### src/rtl/slowclk_pkg.sv
`timescale 1ns/1ps
package slowclk_pkg;
    // log2 of the step between adjacent ratio codes (ratio = 8^k)
    localparam int unsigned NDIV_STEP_LOG = 3;

    // Reset pin level that counts as active under a given polarity
    function automatic logic reset_active(input logic polarity, input logic pin);
        return polarity ? ~pin : pin;
    endfunction
endpackage

### src/rtl/slowclk_sync.sv
`timescale 1ns/1ps
module slowclk_sync #(
    parameter int unsigned W      = 2,
    parameter int unsigned STAGES = 2
) (
    input  logic         clk,
    input  logic         por_n,
    input  logic [W-1:0] din,
    output logic [W-1:0] dout
);
    logic [STAGES-1:0][W-1:0] stage_q, stage_d;

    always_comb begin
        stage_d[0] = din;
        for (int i = 1; i < STAGES; i++) begin
            stage_d[i] = stage_q[i-1];
        end
    end

    always_ff @(posedge clk or negedge por_n) begin
        if (!por_n) stage_q <= '0;
        else        stage_q <= stage_d;
    end

    assign dout = stage_q[STAGES-1];
endmodule

### src/rtl/slowclk_startup.sv
`timescale 1ns/1ps
module slowclk_startup #(
    parameter int unsigned START_CYCLES = 500
) (
    input  logic clk,
    input  logic por_n,
    input  logic cfg_valid,
    output logic run,
    output logic run_next
);
    localparam int unsigned CW = $clog2(START_CYCLES + 1);
    localparam logic [CW-1:0] LAST = CW'(START_CYCLES - 1);

    typedef struct packed {
        logic [CW-1:0] cnt;
        logic          done;
    } st_t;

    st_t st_q, st_d;

    always_comb begin
        st_d = st_q;
        if (st_q.cnt != LAST) st_d.cnt = st_q.cnt + CW'(1);
        if (st_q.cnt == LAST && cfg_valid) st_d.done = 1'b1;
    end

    always_ff @(posedge clk or negedge por_n) begin
        if (!por_n) st_q <= '0;
        else        st_q <= st_d;
    end

    assign run      = st_q.done;
    assign run_next = st_d.done;


    startup_len_chk: assert property (@(posedge clk) disable iff (!por_n)
        st_q.done |-> (st_q.cnt == LAST));
endmodule

### src/rtl/slowclk_divider.sv
`timescale 1ns/1ps
module slowclk_divider #(
    parameter int unsigned PRE_DIV = 1024,
    parameter int unsigned SEL_W   = 3
) (
    input  logic             clk,
    input  logic             por_n,
    input  logic             run,
    input  logic             freeze,
    input  logic [SEL_W-1:0] sel,
    output logic             tick
);
    localparam int unsigned STEP  = slowclk_pkg::NDIV_STEP_LOG;
    localparam int unsigned BASE  = PRE_DIV / 2;
    localparam int unsigned CNT_W = $clog2(BASE) + STEP * ((1 << SEL_W) - 1) + 1;
    localparam logic [CNT_W-1:0] HALF_MAX = CNT_W'(BASE) << (STEP * ((1 << SEL_W) - 1));

    logic [CNT_W-1:0] cnt_q, cnt_d, reload;

    always_comb begin
        reload = (CNT_W'(BASE) << (STEP * sel)) - CNT_W'(1);
        tick   = run && !freeze && (cnt_q == '0);
        if (!run)       cnt_d = '0;
        else if (freeze) cnt_d = cnt_q;
        else if (tick)  cnt_d = reload;
        else            cnt_d = cnt_q - CNT_W'(1);
    end

    always_ff @(posedge clk or negedge por_n) begin
        if (!por_n) cnt_q <= '0;
        else        cnt_q <= cnt_d;
    end


    min_half_chk: assert property (@(posedge clk) disable iff (!por_n)
        tick |=> !tick);


    cnt_bound_chk: assert property (@(posedge clk) disable iff (!por_n)
        run |-> (cnt_q < HALF_MAX));
endmodule

### src/rtl/slowclk_gen.sv
`timescale 1ns/1ps
module slowclk_gen #(
    parameter int unsigned PRE_DIV      = 1024,
    parameter int unsigned START_CYCLES = 500,
    parameter int unsigned SEL_W        = 3
) (
    input  logic             clk,
    input  logic             por_n,
    input  logic [SEL_W-1:0] ratio_sel,
    input  logic             pol,
    input  logic             cfg_valid,
    input  logic             rst_pin,
    input  logic             halt,
    output logic             clk_out
);
    typedef struct packed {
        logic             pol_cfg;
        logic [SEL_W-1:0] sel_cfg;
        logic             pol_act;
        logic             phase;
        logic             latch;
        logic             out;
    } state_t;

    state_t s_q, s_d;

    logic [1:0] sync_out;
    logic       rst_s, freeze;
    logic       run, run_next, tick, rst_act;

    slowclk_sync #(.W(2), .STAGES(2)) u_sync (
        .clk   (clk),
        .por_n (por_n),
        .din   ({halt, rst_pin}),
        .dout  (sync_out)
    );
    assign rst_s  = sync_out[0];
    assign freeze = sync_out[1];

    slowclk_startup #(.START_CYCLES(START_CYCLES)) u_startup (
        .clk       (clk),
        .por_n     (por_n),
        .cfg_valid (cfg_valid),
        .run       (run),
        .run_next  (run_next)
    );

    slowclk_divider #(.PRE_DIV(PRE_DIV), .SEL_W(SEL_W)) u_div (
        .clk    (clk),
        .por_n  (por_n),
        .run    (run),
        .freeze (freeze),
        .sel    (s_q.sel_cfg),
        .tick   (tick)
    );

    assign rst_act = slowclk_pkg::reset_active(s_q.pol_act, rst_s);

    always_comb begin
        s_d = s_q;
        if (cfg_valid) begin
            s_d.pol_cfg = pol;
            s_d.sel_cfg = ratio_sel;
        end
        if (run_next && !run) s_d.pol_act = s_d.pol_cfg;
        if (tick) begin
            s_d.pol_act = s_d.pol_cfg;
            s_d.phase   = ~s_q.phase;
        end
        if (!freeze) begin
            if (rst_act)   s_d.latch = 1'b0;
            else if (tick) s_d.latch = s_d.phase;
            s_d.out = run_next ? (s_d.latch ^ s_d.pol_act) : 1'b0;
        end
    end

    always_ff @(posedge clk or negedge por_n) begin
        if (!por_n) s_q <= '0;
        else        s_q <= s_d;
    end

    assign clk_out = s_q.out;


    startup_low_chk: assert property (@(posedge clk) disable iff (!por_n)
        !run |-> !clk_out);


    rst_force_chk: assert property (@(posedge clk) disable iff (!por_n)
        (run && rst_act && !freeze) |=> (clk_out == s_q.pol_act));


    halt_freeze_chk: assert property (@(posedge clk) disable iff (!por_n)
        freeze |=> $stable(clk_out));


    out_edge_src_chk: assert property (@(posedge clk) disable iff (!por_n)
        (clk_out != $past(clk_out)) |-> ($past(tick) || $past(rst_act) || $rose(run)));
endmodule

### config.mk
export PLATFORM = sky130hd
export DESIGN_NAME = slowclk_gen
export DESIGN_NICKNAME = d
export VERILOG_FILES = /design/src/rtl/slowclk_pkg.sv /design/src/rtl/slowclk_sync.sv /design/src/rtl/slowclk_startup.sv /design/src/rtl/slowclk_divider.sv /design/src/rtl/slowclk_gen.sv
export SDC_FILE = /design/constraint.sdc
export NUM_CORES = 1
export LEC_CHECK = 0
export ABC_AREA = 1
export BUFFER_PORTS_ARGS = -buffer_cell sky130_fd_sc_hd__buf_2
export CAP_MARGIN = 10
export CORE_AREA = 8 8 115 117
export CTS_CLUSTER_DIAMETER = 30
export CTS_CLUSTER_SIZE = 12
export DETAILED_ROUTE_END_ITERATION = 16
export DIE_AREA = 0 0 123 125
export SLEW_MARGIN = 20
export SYNTH_ARGS = -nofsm -noshare
export SYNTH_HDL_FRONTEND = slang
export SYNTH_SLANG_ARGS = --single-unit
export TNS_END_PERCENT = 20
### constraint.sdc
create_clock -name clk -period 5.05 [get_ports clk]
set_clock_uncertainty 0.05 [all_clocks]
set_input_delay 1.01 -clock clk [delete_from_list [all_inputs] [get_ports clk]]
set_output_delay 1.01 -clock clk [all_outputs]
set_load 0.03 [all_outputs]
==> impl_metrics.csv, run 1 <==
group,metric,value,unit
sta,min_period,2910,ps
layout,area_growth,8.81,%
route,drt_wl_total,11000,um
route,viasPerCell,5.01,
global_routing,grt_pass1_wl,18000,um
floorplan,num_rows,40,
placement,pre_cts_ws,2240,ps
critical_path,path_class,"reg2reg",
pwr,peakVddDrop,0.000236,V
critical_path,path_max_fanout,7,
route,drt-pass1-iter-count,5,
job,drv_cap,0,
sta,grt_setup_unrepaired,"no",
pwr,leakage,2.12,nW
critical_path,critPathCaptureType,"register",
pwr,comb_power_share,52.5,%
pwr,powerDensity,492,nW/um2
pwr,pwr-share-clk,17.6,%
clocking,post-cts-setup-buffers,0,
pwr,switchingPower,1.05,mW
clocking,clkTransAtPathRegs,80,ps
critical_path,worst_ep_required_time,5200,ps
synthesis,synth_nets,613,
synthesis,synth_edf_count,0,
clocking,cts-htree-levels,2,
synthesis,synth_area,3890,um2
pwr,pwr-share-seq,29.9,%
layout,seq_area,1330,um2
synthesis,yosysWarnings,0,
clocking,cts-root-buf,"clkbuf_16",
synthesis,synth_largest_type_area_fraction,34.1,%
pwr,switching_share,50.5,%
floorplan,io_pins,10,
route,vias,3785,
critical_path,worstPathArrival,3050,ps
layout,drive_above_1_share,8.72,%
sta,worst_slack,2140,ps
critical_path,startpoint_type,"register",
placement,dpl.hpwl,8480,um
hold_path,hp-class,"reg2reg",
route,ant_nets,0,
layout,nFillCells,1246,
synthesis,syn_inst,598,
floorplan,die_w,123,um
hold_path,min-delay-start,"u_sync.stage_d[3]$_DFF_PN0_",
synthesis,synth-main-ff-cell,"dfrtp_1",
synthesis,syn_area_per_cell,6.51,um2
global_routing,grtUsageTotal,14.7,%
floorplan,core,11600,um2
floorplan,initial_core_util,33.5,%
pwr,p_int,1.03,mW
sta,tightest_slew,710,ps
clocking,clk_path_buf_depth,2,
critical_path,cp-startpoint,"s_q[5]$_DFFE_PN0P_",
route,highest_layer,"met4",
sta,timing.setup.tns,0,ps
placement,place_area,4080,um2
sta,setup_viol_count_final,0,
sta,period_share,57.6,%
synthesis,synth_most_common_cell,"nand2_1",
critical_path,regToRegStartpoint,"s_q[5]$_DFFE_PN0P_",
global_routing,grt_start_max_net_pins,54,
global_routing,antenna_found_initial,0,
floorplan,die-area,15400,um2
floorplan,die_h,125,um
outcome,status,"complete, no violations",
route,met3_length,491,um
clocking,numCtsBuffers,5,
global_routing,first_global_vias,3696,
clocking,cts_hold_buffers,0,
global_routing,gr-total-overflow,0,
clocking,cts_sinks,53,
route,drc,0,
sta,hold_slack,303,ps
placement,port_buffers,9,
route,wirelength_met1,5120,um
synthesis,ys_seq_area_share,34.1,%
route,drt_iter0_drc,315,
route,met2_length,5060,um
clocking,cts_tree,"built",
synthesis,yosysTopAreaCell,"dfrtp_1",
synthesis,synth_cell_type_count,37,
clocking,insertion_delay,300,ps
layout,final_nets,622,
placement,gp_congestion,0.930,
synthesis,synthTopCellsByCount,"nand2_1, nor2_1, inv_1",
layout,multi_input_area,2190,um2
synthesis,synthArstFlopShare,100,%
layout,antenna_cells,0,
sta,slew_headroom,52.7,%
layout,final_cell_area,4230,um2
sta,maxSlewViolCount,0,
clocking,post_cts_resized,0,
sta,hold_viol_final,0,
synthesis,synthTopCellsByArea,"dfrtp_1, nand2_1, nor2_1, nand3_1, inv_1",
layout,utilization,36.5,%
route,post_drt_wl_per_cell,14.6,um
sta,fmax,344,MHz
synthesis,ys_seq_elements,53,
[flip-flops by register name, summed over array words and instances (netlist names)]
signal	cells
u_div.cnt_q	31
u_startup.st_q	9
s_q	7
u_sync.dout	2
clk_out	1
u_sync.stage_d	2
u_startup.run	1
[cells by family (layout without fill, tap and decap cells)]
group	count (synthesis)	count (layout)	share of synthesized area [%]
simple gates	380	380	43.8
buf+inv	95	105	9.74
flops	53	53	34.1
xor+xnor	12	12	2.70
compound gates	51	51	7.27
fa+ha+maj	6	6	2.12
mux	1	1	0.289
[power by group through the flow]
| stage | Combinational, mW | Sequential [mW] | Clock [mW] |
|---|---|---|---|
| 2_1_floorplan | 0.845 | 0.598 | 0 |
| 3_3_place_gp | 1.07 | 0.625 | 0 |
| 3_5_place_dp | 1.08 | 0.629 | 0 |
| 4_1_cts | 1.09 | 0.621 | 0.372 |
| 5_1_grt | 1.23 | 0.636 | 0.388 |
| 6_report | 1.09 | 0.623 | 0.366 |
[through the flow]
| stage | power (mW) | cells |
|---|---|---|
| 5_1_grt | 2.25 | 755 |
| 6_report | 2.08 | 755 |
| 3_3_place_gp | 1.70 | 747 |
| 4_1_cts | 2.08 | 755 |
| 3_5_place_dp | 1.71 | 747 |
| 2_1_floorplan | 1.44 | 598 |
[cell usage in the layout (no fill, tap or decap), types with 6 or more instances in the layout]
master	synthesis	final
inv_1	83	83
xor2_1	7	7
o21ai_1	6	6
buf_2	3	9
dfrtp_1	53	53
nand3_1	69	69
o22ai_1	10	10
nand4_1	9	9
nor3_1	7	7
nand2_1	157	157
o21ai_0	26	26
nor2_1	106	106
nand2_2	9	9
nor2_2	8	8
[final cells by class]
class,instances,area share [%]
Clock buffer,5,2.96
Sequential cell,53,31.3
Tap cell,147,4.34
Multi-Input combinational cell,450,51.6
Timing Repair Buffer,12,1.60
Clock inverter,3,0.621
Inverter,85,7.54
[final timing paths]
kind / end / slack (ps) / cells past startpoint
min: u_sync.dout[1]$_DFF_PN0_ / 300 / 0
min reg2reg: u_sync.dout[1]$_DFF_PN0_ / 300 / 0
max: u_div.cnt_q[23]$_DFFE_PN0P_ / 2140 / 15
min in group asynchronous: u_div.cnt_q[12]$_DFFE_PN0P_ / 790 / 2
max in group asynchronous: s_q[4]$_DFFE_PN0P_ / 3690 / 2
max reg2reg: u_div.cnt_q[23]$_DFFE_PN0P_ / 2140 / 15
[critical path, cell delays in order, from the launching register on]
cell	delay, ps
dfrtp_1	460
inv_1	140
fa_1	620
inv_1	110
nor3_1	200
nand2_1	120
nor2_1	220
nand3_1	120
nand2_1	130
nor2_1	70
nand3_1	160
inv_1	130
nand3_1	100
nand2_1	60
nand3_1	80
nand2_1	50
[routing by layer]
metal | GRT usage (%) | up-vias
li1 | - | 1896
met1 | 19.0 | 1765
met2 | 23.6 | 102
met3 | 2.43 | 22
met4 | 5.74 | 0
met5 | 0 | -
Note: power is estimated with default switching activity, not from simulation.
==> run 2, diff against run 1 <==
clock period = 2.89 ns   (was 5.05 ns; I/O delays follow)
==> run 2 against run 1 <==
  * First-iteration DRC count is 20% lower
  * Combinational power is 82% higher
  * Global-route usage is 0.25 points higher
  * Sequential power is 73% higher
  * Critical path depth is 1 higher
  * Maximum frequency is 8.0% higher
  * Non-clock buffer count is 6 higher
  * Largest cell class unchanged
  * Register-to-register slack worse by 1900 ps
  * Largest power group unchanged
  * Sequential share of layout area is 0.53 points lower
  * Setup slack worse by 1900 ps
  * Flip-flop and latch count stayed put
==> impl_metrics.csv, run 2 (same netlist as run 1, synthesis figures left out) <==
group,metric,value,unit
pwr,powerDensity,863,nW/um2
critical_path,worstPathArrival,2880,ps
floorplan,io_pins,10,
clocking,cts_sinks,53,
global_routing,gr-total-overflow,0,
sta,period_share,93.1,%
sta,hold_viol_final,0,
global_routing,antenna_found_initial,0,
floorplan,die_w,123,um
placement,gp_congestion,0.965,
critical_path,cp_slowest_cell,"fa_1",
sta,hold_slack,306,ps
layout,final_common_cell,"nand2_1",
critical_path,slowest_delay,450,ps
global_routing,grt_start_max_net_pins,54,
pwr,leakage,2.15,nW
clocking,cts-root-buf,"clkbuf_16",
sta,worst_slack,198,ps
sta,tightest_slew,710,ps
critical_path,path_max_fanout,8,
sta,slew_headroom,52.7,%
pwr,peakVddDrop,0.000355,V
layout,nFillCells,1254,
route,viasPerCell,5.06,
critical_path,path_class,"reg2reg",
layout,final_cell_area,4310,um2
critical_path,cp_common_cell,"nand2_1",
placement,place_area,4120,um2
route,drt_wl_total,11000,um
sta,timing.setup.tns,0,ps
layout,drive_above_1_share,10.9,%
route,drt_iter0_drc,253,
layout,antenna_cells,0,
layout,final_nets,628,
route,drc,0,
sta,fmax,371,MHz
layout,seq_area,1330,um2
route,vias,3848,
placement,port_buffers,9,
layout,reg_top3,"u_div.cnt_q (31), u_startup.st_q (9), s_q (7)",
critical_path,cp_cell_sequence,"inv_1 -> fa_1 -> inv_1 -> nand2_1 -> nand3_2 -> inv_1 -> and2_1 -> nand3_1 -> nand2_1 -> nor2_1 -> nand2_1 -> nor2_1 -> nand3_1 -> nand2_1 -> nand3_1 -> nand2_1",
layout,multi_input_area,2210,um2
pwr,power,3.72,mW
placement,placedCellCount,752,
layout,final_cell_mix,"nand2_1, nor2_1, inv_1",
layout,stdcell_count,761,
critical_path,rrSetupSlack,200,ps
outcome,status,"complete, no violations",
sta,maxSlewViolCount,0,
global_routing,grt_pass1_wl,18500,um
sta,min_period,2690,ps
layout,utilization,37.1,%
critical_path,worst_ep_required_time,3080,ps
route,drt-pass1-iter-count,5,
layout,largest_reg_flops,31,
global_routing,grtUsageTotal,14.9,%
clocking,cts_tree,"built",
hold_path,hp-class,"reg2reg",
clocking,cts-htree-levels,2,
clocking,numCtsBuffers,5,
layout,area_growth,10.8,%
global_routing,first_global_vias,3801,
clocking,cts_hold_buffers,0,
sta,setup_viol_count_final,0,
floorplan,core,11600,um2
placement,pre_cts_ws,16.2,ps
route,ant_nets,0,
critical_path,startpoint_type,"register",
route,post_drt_wl_per_cell,14.4,um
critical_path,critPathCaptureType,"register",
floorplan,die-area,15400,um2
layout,regMostFlops,"u_div.cnt_q",
placement,dpl.hpwl,8310,um
clocking,insertion_delay,300,ps
floorplan,num_rows,40,
floorplan,initial_core_util,33.5,%
job,drv_cap,0,
clocking,clkTransAtPathRegs,80,ps
floorplan,die_h,125,um
clocking,clk_path_buf_depth,2,
run 2: cell types whose count changed in the layout (fill, tap and decap cells not counted), sizes merged:
| cell | previous run | this run |
|---|---|---|
| buf | 12 | 18 |
| inv | 86 | 87 |
| clkinv | 2 | 1 |
run 2: path summary, 6_finish.rpt:
| check | from | to | cells past startpoint |
|---|---|---|---|
| worst max register to register | s_q[6]$_DFFE_PN0P_ | u_div.cnt_q[26]$_DFFE_PN0P_ | 16 |
| min in group asynchronous | por_n | u_div.cnt_q[5]$_DFFE_PN0P_ | 2 |
| worst min register to register | u_sync.stage_d[3]$_DFF_PN0_ | u_sync.dout[1]$_DFF_PN0_ | 0 |
| worst min-delay path | u_sync.stage_d[3]$_DFF_PN0_ | u_sync.dout[1]$_DFF_PN0_ | 0 |
| worst max-delay path | s_q[6]$_DFFE_PN0P_ | u_div.cnt_q[26]$_DFFE_PN0P_ | 16 |
| max in group asynchronous | por_n | s_q[4]$_DFFE_PN0P_ | 2 |
run 2: layout make-up:
type                       count  share of cell area [%]
clock buffer                   5                    2.90
multi-input combinational    450                    51.3
inverter                      85                    7.40
sequential                    53                    30.8
timing repair buffer          18                    2.61
tap                          147                    4.27
clock inverter                 3                   0.668
run 2: power by group:
group | internal, mW | switching [mW] | total, mW
Clock | 0.334 | 0.322 | 0.656
Sequential | 0.911 | 0.169 | 1.08
Combinational | 0.608 | 1.37 | 1.98
run 2: layer usage:
| layer | wire, um | share of wire [%] | vias to the layer above | track usage, % |
|---|---|---|---|---|
| met3 | 589 | 5.4 | 38 | 2.70 |
| met4 | 499 | 4.5 | 0 | 7.44 |
| met1 | 4900 | 45 | 1778 | 19.2 |
| met2 | 4990 | 45 | 124 | 23.3 |
| met5 | 0 | 0 | - | 0 |
| li1 | - | - | 1908 | - |
run 2: critical path: cells and delay by family (launching register included):
family                   cells  cell delay [ps]
adder cells (fa/ha/maj)      1              450
buffers and inverters        3              270
flip-flops                   1              400
AND/OR/NAND/NOR             12             1460
run 2: repair_timing:
action	CTS	global route
gates resized for setup	0	9
buffers inserted	1	0
setup endpoints to repair	1	19
==> run 3, diff against run 2 <==
ABC_AREA = unset   (was 1)
CORE_AREA = 8 8 109 111   (was 8 8 115 117)
DIE_AREA = 0 0 117 119   (was 0 0 123 125)
==> run 3 against run 2 <==
  * The run now ends with setup timing left
  * Die area down 9.4%
  * Total power down 47%
  * Maximum frequency down 10%
  * First-iteration DRC count up 19%
  * Cell area down 2.0%
  * Via count down 12%
  * Area after synthesis down 10%
  * Count of clock-buffer cells in the layout unchanged
  * Sequential share of layout area up 0.64 points
  * Critical path depth down 7
  * Largest power group is now sequential cells
==> impl_metrics.csv, run 3 <==
group,metric,value,unit
synthesis,yosysTopAreaCell,"dfrtp_1",
placement,pre_cts_ws,-131,ps
layout,final_cell_area,4220,um2
layout,area_growth,20.8,%
layout,final_cell_mix,"buf_4, dfrtp_1, nand2_1",
global_routing,grtUsageTotal,15.6,%
clocking,cts-htree-levels,2,
layout,reg_top3,"u_div.cnt_q (31), u_startup.st_q (9), s_q (7)",
clocking,insertion_delay,320,ps
pwr,peakVddDrop,0.000246,V
layout,stdcell_count,600,
critical_path,cp_slowest_cell,"or4b_4",
placement,dpl.hpwl,7810,um
layout,largest_reg_flops,31,
hold_path,hp-class,"in2async",
synthesis,synthArstFlopShare,100,%
floorplan,initial_core_util,34.6,%
critical_path,slowest_delay,500,ps
layout,final_common_cell,"buf_4",
route,drt_wl_total,10200,um
critical_path,path_max_fanout,4,
layout,final_nets,478,
sta,period_share,104,%
global_routing,antenna_found_initial,0,
synthesis,syn_area_per_cell,8.65,um2
synthesis,synth_nets,419,
synthesis,synthTopCellsByArea,"dfrtp_1, nand2_1, nor2_1, o21ai_0, a21oi_1",
outcome,status,"finished, violations left",
layout,utilization,41.8,%
synthesis,ys_seq_elements,53,
route,drt_iter0_drc,300,
floorplan,die_w,117,um
sta,grt_setup_unrepaired,"yes",
synthesis,synth_area,3500,um2
synthesis,ys_seq_area_share,37.9,%
critical_path,worst_ep_required_time,3100,ps
floorplan,core,10100,um2
clocking,numCtsBuffers,5,
synthesis,synth_cell_type_count,66,
route,ant_nets,0,
critical_path,critPathCaptureType,"register",
critical_path,startpoint_type,"register",
synthesis,syn_inst,404,
clocking,cts_sinks,53,
job,drv_cap,0,
floorplan,die-area,13900,um2
placement,gp_congestion,0.930,
global_routing,gr-total-overflow,0,
clocking,clkTransAtPathRegs,110,ps
sta,timing.setup.tns,-163,ps
route,drc,0,
layout,regMostFlops,"u_div.cnt_q",
synthesis,synth_most_common_cell,"dfrtp_1",
synthesis,synth-main-ff-cell,"dfrtp_1",
synthesis,synth_edf_count,0,
global_routing,grt-busiest-layer,"met2",
pwr,leakage,1.66,nW
placement,place_area,4080,um2
layout,antenna_cells,0,
sta,slew_headroom,64.6,%
sta,tightest_slew,527,ps
clocking,cts_hold_buffers,0,
sta,min_period,3000,ps
critical_path,worstPathArrival,3200,ps
layout,nFillCells,1046,
global_routing,first_global_vias,3375,
clocking,clk_path_buf_depth,2,
floorplan,num_rows,37,
critical_path,path_class,"reg2reg",
pwr,powerDensity,468,nW/um2
synthesis,yosysWarnings,0,
placement,placedCellCount,589,
global_routing,met3_usage,2.88,%
global_routing,grt_util_met2,24.0,%
sta,hold_viol_final,0,
sta,setup_viol_count_final,5,
global_routing,grt_start_max_net_pins,54,
critical_path,cp_cell_sequence,"nand2_4 -> fa_2 -> and3b_2 -> o311a_1 -> a221o_1 -> a211oi_2 -> nand2_1 -> or4b_4 -> a21oi_2",
synthesis,synthTopCellsByCount,"dfrtp_1, nand2_1, nor2_1",
route,vias,3396,
layout,drive_above_1_share,22.6,%
route,viasPerCell,5.66,
global_routing,grt_pass1_wl,17300,um
floorplan,die_h,119,um
sta,maxSlewViolCount,0,
sta,hold_slack,161,ps
floorplan,io_pins,10,
clocking,cts_tree,"built",
outcome,violations,"setup timing",
pwr,power,1.98,mW
sta,fmax,334,MHz
clocking,cts-root-buf,"clkbuf_8",
global_routing,met1_usage,21.4,%
route,post_drt_wl_per_cell,17.0,um
placement,port_buffers,9,
sta,worst_slack,-108,ps
synthesis,synth_largest_type_area_fraction,37.9,%
route,drt-pass1-iter-count,5,
==> run 3: logic make-up (layout without fill, tap and decap cells) <==
family | Yosys count | in the layout | share of synthesized area [%]
and+or+nand+nor | 181 | 181 | 27.8
DFF | 53 | 53 | 37.9
xor gates and xnor gates | 19 | 19 | 4.76
AOI/OAI and AO/OA | 110 | 110 | 21.2
buffers and inverters | 29 | 89 | 4.04
muxes | 6 | 6 | 1.86
adders and majority gates | 6 | 6 | 2.36
==> run 3: layer usage <==
layer / share of wire (%) / routed length, um / vias to the layer above
met1: 44 / 4530 / 1633
met5: 0 / 0 / -
met4: 2.4 / 242 / 0
met2: 47 / 4830 / 125
li1: - / - / 1620
met3: 6.1 / 627 / 18
==> run 3: report_power, final <==
| group | internal (mW) | total, mW | switching, mW |
|---|---|---|---|
| Combinational | 0.263 | 0.575 | 0.312 |
| Sequential | 0.828 | 0.944 | 0.116 |
| Clock | 0.182 | 0.459 | 0.278 |
==> run 3: final cells by class <==
type | instances | area, um2 | area share (%)
Clock buffer | 5 | 68.8 | 1.63
Multi-Input combinational cell | 322 | 2070 | 49.1
Sequential cell | 53 | 1330 | 31.4
Timing Repair Buffer | 67 | 493 | 11.7
Clock inverter | 3 | 28.8 | 0.681
Tap cell | 136 | 170 | 4.03
Inverter | 14 | 60.1 | 1.42
==> run 3: worst max-delay path, delay by kind of cell (launching register included) <==
kind | cells | cell delay, ps
AO/OA/AOI/OAI | 4 | 1020
AND/OR/NAND/NOR | 4 | 950
flip-flops | 1 | 470
adder cells (fa/ha/maj) | 1 | 450
==> run 3: path summary, 6_finish.rpt <==
path | start | end | cells past startpoint | slack [ps]
max in group asynchronous | por_n | s_q[5]$_DFFE_PN0P_ | 2 | 2330
min in group clk | halt | u_sync.stage_d[3]$_DFF_PN0_ | 1 | 310
worst min-delay path | por_n | u_div.cnt_q[28]$_DFFE_PN0P_ | 2 | 160
worst min register to register | u_sync.stage_d[2]$_DFF_PN0_ | u_sync.dout[0]$_DFF_PN0_ | 0 | 320
worst max register to register | s_q[5]$_DFFE_PN0P_ | u_div.cnt_q[29]$_DFFE_PN0P_ | 9 | -110
worst max-delay path | s_q[5]$_DFFE_PN0P_ | u_div.cnt_q[29]$_DFFE_PN0P_ | 9 | -110
==> run 3: what timing repair did <==
| item | in CTS | in global routing |
|---|---|---|
| pin swaps | 3 | 1 |
| gates cloned | 0 | 0 |
| buffers inserted | 0 | 3 |
| endpoints found under the setup margin | 6 | 11 |
| gates resized for setup | 3 | 5 |
